**src/rtl/slice_mux_pkg.sv**
```systemverilog
package slice_mux_pkg;
  typedef enum logic {
    MUX_PLAIN = 1'b0,
    MUX_SAFE  = 1'b1
  } mux_mode_e;
endpackage

```
**src/rtl/pick_census.sv**
```systemverilog
// Reports whether two or more select bits are set, using a linear chain.
module pick_census #(
  parameter int SLOTS = 4
) (
  input  logic [SLOTS-1:0] pick_i,
  output logic             many_o
);
  logic [SLOTS:0] seen;
  logic [SLOTS:0] dup;

  assign seen[0] = 1'b0;
  assign dup[0]  = 1'b0;

  for (genvar k = 0; k < SLOTS; k++) begin : g_chain
    assign seen[k+1] = seen[k] | pick_i[k];
    assign dup[k+1]  = dup[k] | (seen[k] & pick_i[k]);
  end

  assign many_o = dup[SLOTS];
endmodule

```
**src/rtl/top_index_pick.sv**
```systemverilog
// Chain of 2:1 stages; a later (higher) set bit overrides earlier ones.
module top_index_pick #(
  parameter int WIDTH = 8,
  parameter int SLOTS = 4
) (
  input  logic [WIDTH-1:0]       fallback_i,
  input  logic [SLOTS*WIDTH-1:0] bank_i,
  input  logic [SLOTS-1:0]       pick_i,
  output logic [WIDTH-1:0]       word_o
);
  logic [WIDTH-1:0] stage [SLOTS+1];

  assign stage[0] = fallback_i;

  for (genvar k = 0; k < SLOTS; k++) begin : g_stage
    assign stage[k+1] = pick_i[k] ? bank_i[k*WIDTH +: WIDTH] : stage[k];
  end

  assign word_o = stage[SLOTS];
endmodule

```
**src/rtl/slice_select_mux.sv**
```systemverilog
module slice_select_mux
  import slice_mux_pkg::*;
#(
  parameter int        WIDTH = 8,
  parameter int        SLOTS = 4,
  parameter mux_mode_e MODE  = MUX_PLAIN
) (
  input  logic [WIDTH-1:0]       fallback_i,
  input  logic [SLOTS*WIDTH-1:0] bank_i,
  input  logic [SLOTS-1:0]       pick_i,
  output logic [WIDTH-1:0]       word_o
);
  localparam int BANK_BITS = SLOTS * WIDTH;

  logic [WIDTH-1:0]     chosen;
  logic [BANK_BITS-1:0] bank_w;

  assign bank_w = bank_i;

  top_index_pick #(.WIDTH(WIDTH), .SLOTS(SLOTS)) u_pick (
    .fallback_i (fallback_i),
    .bank_i     (bank_w),
    .pick_i     (pick_i),
    .word_o     (chosen)
  );

  if (MODE == MUX_SAFE) begin : g_safe
    logic many;
    pick_census #(.SLOTS(SLOTS)) u_census (
      .pick_i (pick_i),
      .many_o (many)
    );
    assign word_o = many ? fallback_i : chosen;
  end else begin : g_plain
    assign word_o = chosen;
  end
endmodule

```
**config.mk**
```make
export PLATFORM = sky130hd
export DESIGN_NAME = slice_select_mux
export DESIGN_NICKNAME = d
export VERILOG_FILES = /design/src/rtl/slice_mux_pkg.sv /design/src/rtl/pick_census.sv /design/src/rtl/top_index_pick.sv /design/src/rtl/slice_select_mux.sv
export SDC_FILE = /design/constraint.sdc
export NUM_CORES = 1
export LEC_CHECK = 0
export ABC_AREA = 0
export BUFFER_PORTS_ARGS = -buffer_cell sky130_fd_sc_hd__buf_2
export CORE_AREA = 2 2 39 41
export DETAILED_ROUTE_END_ITERATION = 10
export DIE_AREA = 0 0 41 43
export PLACE_DENSITY_LB_ADDON = 0.1
export REMOVE_ABC_BUFFERS = 1
export SLEW_MARGIN = 40
export SYNTH_ARGS = -nofsm -noshare
export SYNTH_HDL_FRONTEND = slang
export SYNTH_SLANG_ARGS = --single-unit
```
**constraint.sdc**
```tcl
create_clock -name vclk -period 2.8
set_input_delay 0.28 -clock vclk [all_inputs]
set_output_delay 0.28 -clock vclk [all_outputs]
set_load 0.03 [all_outputs]
```
==> metrics.txt, run 1 <==
DRC violations left=0; largest net degree at the start of global routing=17; critical path fanouts, max=10; Leak=0.345 nW; Setup TNS=0 ns; FP Rows=14; Synth Area in Simple Gates=0.144; first-pass GRT wire length=1850 microns; slowest stage delay, CP=0.49 ns; sequential area share after synthesis=0; synthesis-to-layout area growth=60.7%; DR WL/cell=10.9 microns; RSZ-0062 raised after global routing=no; post-CTS resize count=0; Cell Area, Placed=656 sq um; initial antenna violation count=0; CTS Hold Bufs=0; Synth Area in XOR/XNOR=0; Comb pwr share=1.000; Mapped Area=408 sq um; Synth Area in Adders=0; Final Critical Period=1.62 ns; antenna viol nets, final=0; setup bufs post-CTS=0; GRT Overall Usage=0.140; Worst EP arrival=1.34 ns; share of layout cells above drive strength 1=0.737; Max Cap Violations=0; I/O Buffers=52; initial DRC count=3; vias in the first global route=507; Synth warnings=0; final slew viol count=0; Synth Instances=47; sw power=0.0609 mW; Worst-Margin Slew=0.314 ns; gr ovfl total=0; Avg Cell Area, Syn=8.68 sq um; period utilisation layout=0.580; Yosys cell types=13; die height=43 microns; worst hold path class=input port to output pin; Seq pwr share=0; kind of critical path=input port to output pin; status=complete, no violations; Die Wd=41 microns; list of cells traversed by the critical path=buf_2 -> or3_4 -> o22ai_2 -> a21oi_1 -> buf_2; Worst EP required=2.52 ns; final core occ=0.474; Setup crit start kind=input port; Seq cells=0; Clock power frac=0; f_max=0.616 GHz; Switching Fraction=0.513; Max rail drop VDD=0.0000665 V; Fill cells=145; main combinational cell family by area after synthesis=multiplexers; Initial Utilization=0.295; fin area=656 sq um; total number of vias=518; GPL Wtd Cong=0.725; Die Footprint=1760 sq um; Compound-Gate Fraction of Synth Area=0.365; Fin. Hold Viols=0; # setup viols final=0; slowest CP cell=or3_4; Cell Pwr Density=181 nW/um^2; Rel. slew slack=0.790; fin nets=141; I/O pin count=52; Core Region=1380 sq um; drt total wl=1210 microns; via/cell ratio=4.67; most used cell, CP=buf_2; clk_buf instances=0; diode count=0; register area=0 sq um; post-synthesis mux area share=0.393; Cell Int Power=0.0578 mW; DRT Pass-1 Iters=2; crit end category=output pin
[cell usage in the layout (no fill, tap or decap)]
master    count
mux2i_1       7
buf_2        52
inv_1         1
a22o_1        1
nand2b_1      7
mux2_2        8
a21oi_1       8
o22ai_2       8
or3_4         1
inv_2         1
nor2_1        1
[cells by family (layout without fill, tap and decap cells)]
family	count (synthesis)	in the layout
muxes	15	15
buffers and inverters	6	54
AOI/OAI and AO/OA	17	17
and+or+nand+nor	9	9
[layer usage]
layer | routed length (microns) | GRT usage | vias up
li1 | - | - | 273
met4 | 0 | 0.0133 | 0
met3 | 87 | 0.00524 | 0
met1 | 533 | 0.174 | 224
met2 | 592 | 0.256 | 21
met5 | 0 | 0 | -
[worst max-delay path: cells and delay by family]
family	cells	cell delay [ns]
AND/OR/NAND/NOR	1	0.49
AO/OA/AOI/OAI	2	0.20
buffers and inverters	2	0.37
[path summary, 6_finish.rpt]
| path | start | to | slack, ns | cells after the start |
|---|---|---|---|---|
| worst max-delay path | pick_i[2] | word_o[3] | 1.18 | 5 |
| worst min-delay path | bank_i[29] | word_o[5] | 1.0 | 4 |
[power by group through the flow]
stage          registers (mW)  logic (mW)  clock network [mW]
3_5_place_dp                0       0.119                   0
4_1_cts                     0       0.120                   0
3_3_place_gp                0       0.120                   0
6_report                    0       0.119                   0
2_1_floorplan               0      0.0685                   0
5_1_grt                     0       0.128                   0
[through the flow]
step / power (mW) / worst slack, ns / hold WS (ns) / instances
floorplan: 0.0685 / 1.43 / 0.820 / 43
global placement: 0.120 / 1.18 / 1.00 / 111
detailed placement: 0.119 / 1.17 / 0.997 / 111
CTS: 0.120 / 1.17 / 1.00 / 111
global route: 0.128 / 1.13 / 1.03 / 111
finish: 0.119 / 1.18 / 0.997 / 111
[cell type report]
cell class                 count  area (sq um)  share of cell area
inverter                       2          7.51              0.0115
multi-input combinational     41           368               0.561
tap                           16          20.0              0.0305
timing repair buffer          52           260               0.397
[synthesized netlist by cell type (all sizes together)]
cell type / count / area (sq um)
buf: 3 / 27.5
nand2b: 7 / 43.8
o22ai: 8 / 100
mux2i: 7 / 70.1
nor2: 1 / 3.75
clkbuf: 1 / 5.00
or3: 1 / 11.3
mux2: 8 / 90.1
inv: 2 / 7.50
a22o: 1 / 8.76
a21oi: 8 / 40.0
No activity file was read; power rests on OpenSTA's default activity.
==> run 2: changes to the inputs <==
--- a/config.mk
+++ b/config.mk
@@ -7,9 +7,9 @@
 export LEC_CHECK = 0
 export ABC_AREA = 0
 export BUFFER_PORTS_ARGS = -buffer_cell sky130_fd_sc_hd__buf_2
-export CORE_AREA = 2 2 39 41
+export CORE_AREA = 2 2 40 42
 export DETAILED_ROUTE_END_ITERATION = 10
-export DIE_AREA = 0 0 41 43
+export DIE_AREA = 0 0 42 44
 export PLACE_DENSITY_LB_ADDON = 0.1
 export REMOVE_ABC_BUFFERS = 1
 export SLEW_MARGIN = 40
==> constraint.sdc (replaced) <==
create_clock -name vclk -period 1.4
set_input_delay 0.14 -clock vclk [all_inputs]
set_output_delay 0.14 -clock vclk [all_outputs]
set_load 0.03 [all_outputs]
==> run 2 against run 1 <==
Clock-buffer cell count unchanged. Global-route usage down 0.91 points. Highest routed layer unchanged. Final area up 1.1%. Via count down 0.19%. Die area up 4.8%. Critical endpoint is now word_o[0]. Combinational power up 100%. Sequential share of layout area unchanged. First-iteration DRC count up 130%. Routed wire length down 2.0%. Largest power group unchanged. Cell count up 0.90%. Core utilization down 0.64 points.
==> metrics.txt, run 2 (same netlist as run 1, synthesis figures left out) <==
Fill cells=149; kind of critical path=input port to output pin; via/cell ratio=4.62; Comb pwr share=1.000; Cell Area, Placed=663 sq um; synthesis-to-layout area growth=62.6%; GPL Wtd Cong=0.695; Worst EP required=1.26 ns; vias in the first global route=505; GRT Overall Usage=0.131; Setup crit start kind=input port; largest net degree at the start of global routing=17; antenna viol nets, final=0; crit end category=output pin; Max Cap Violations=0; die height=44 microns; Design Power=0.239 mW; drt total wl=1190 microns; Worst EP arrival=1.08 ns; hpwl dp=1040 microns; Rel. slew slack=0.796; FP Rows=14; I/O pin count=52; status=complete, no violations; fin area=663 sq um; Die Wd=42 microns; Setup WS pre-CTS=0.166 ns; RSZ-0062 raised after global routing=no; initial antenna violation count=0; critical path fanouts, max=9; final std cells w/o fill=112; clk_buf instances=0; Seq pwr share=0; Setup TNS=0 ns; Seq cells=0; share of layout cells above drive strength 1=0.740; Cell Int Power=0.117 mW; sw power=0.121 mW; DRC violations left=0; setup bufs post-CTS=0; initial DRC count=7; register area=0 sq um; setup ws final=0.178 ns; DRT Pass-1 Iters=4; diode count=0; Switching Fraction=0.508; total number of vias=517; # setup viols final=0; I/O Buffers=52; most common cell after layout, fill and taps aside=buf_2; final core occ=0.467; most frequent cells in the layout=52 x buf_2, 8 x mux2_2, 8 x o22ai_2, 8 x a21oi_1; CTS Hold Bufs=0; Max rail drop VDD=0.000283 V; final slew viol count=0; f_max=0.818 GHz; gr ovfl total=0; Worst-Margin Slew=0.306 ns; Leak=0.350 nW; Min Hold Slack=0.727 ns; Clock power frac=0; period utilisation layout=0.873; worst hold path class=input port to output pin; post-CTS resize count=0; Final Critical Period=1.22 ns; Initial Utilization=0.287; Cell Pwr Density=360 nW/um^2; DP Cell Count=112; Core Region=1420 sq um; DR WL/cell=10.6 microns; fin nets=142; first-pass GRT wire length=1980 microns; Fin. Hold Viols=0; Die Footprint=1850 sq um
run 2: cell types whose count changed in the layout (fill, tap and decap cells not counted):
cell / previous run / this run
buf_4: 0 / 1
run 2: cell type report:
class	count	area, sq um	area share
repair buffers	53	268	0.404
multi-input cells	41	368	0.555
well taps	16	20.0	0.0302
inverters	2	7.51	0.0113
run 2: metal layers:
layer / track usage / part of all wire
met1: 0.163 / 0.45
met2: 0.244 / 0.41
met3: 0.0292 / 0.14
met4: 0 / 0
met5: 0 / 0
run 2: final timing paths:
path	startpoint	end	slack [ns]	cells after the start
min	bank_i[26]	word_o[2]	0.73	4
max	pick_i[1]	word_o[0]	0.18	5
run 2: worst max-delay path, stage by stage:
cell     delay [ns]
buf_2          0.15
or3_4          0.41
o22ai_2        0.14
a21oi_1        0.05
buf_2          0.19
run 2: power by group through the flow:
stage / registers [mW] / clock network (mW) / logic, mW
final: 0 / 0 / 0.239
after global routing: 0 / 0 / 0.261
after CTS: 0 / 0 / 0.242
after detailed placement: 0 / 0 / 0.241
after global placement: 0 / 0 / 0.242
after floorplan: 0 / 0 / 0.137
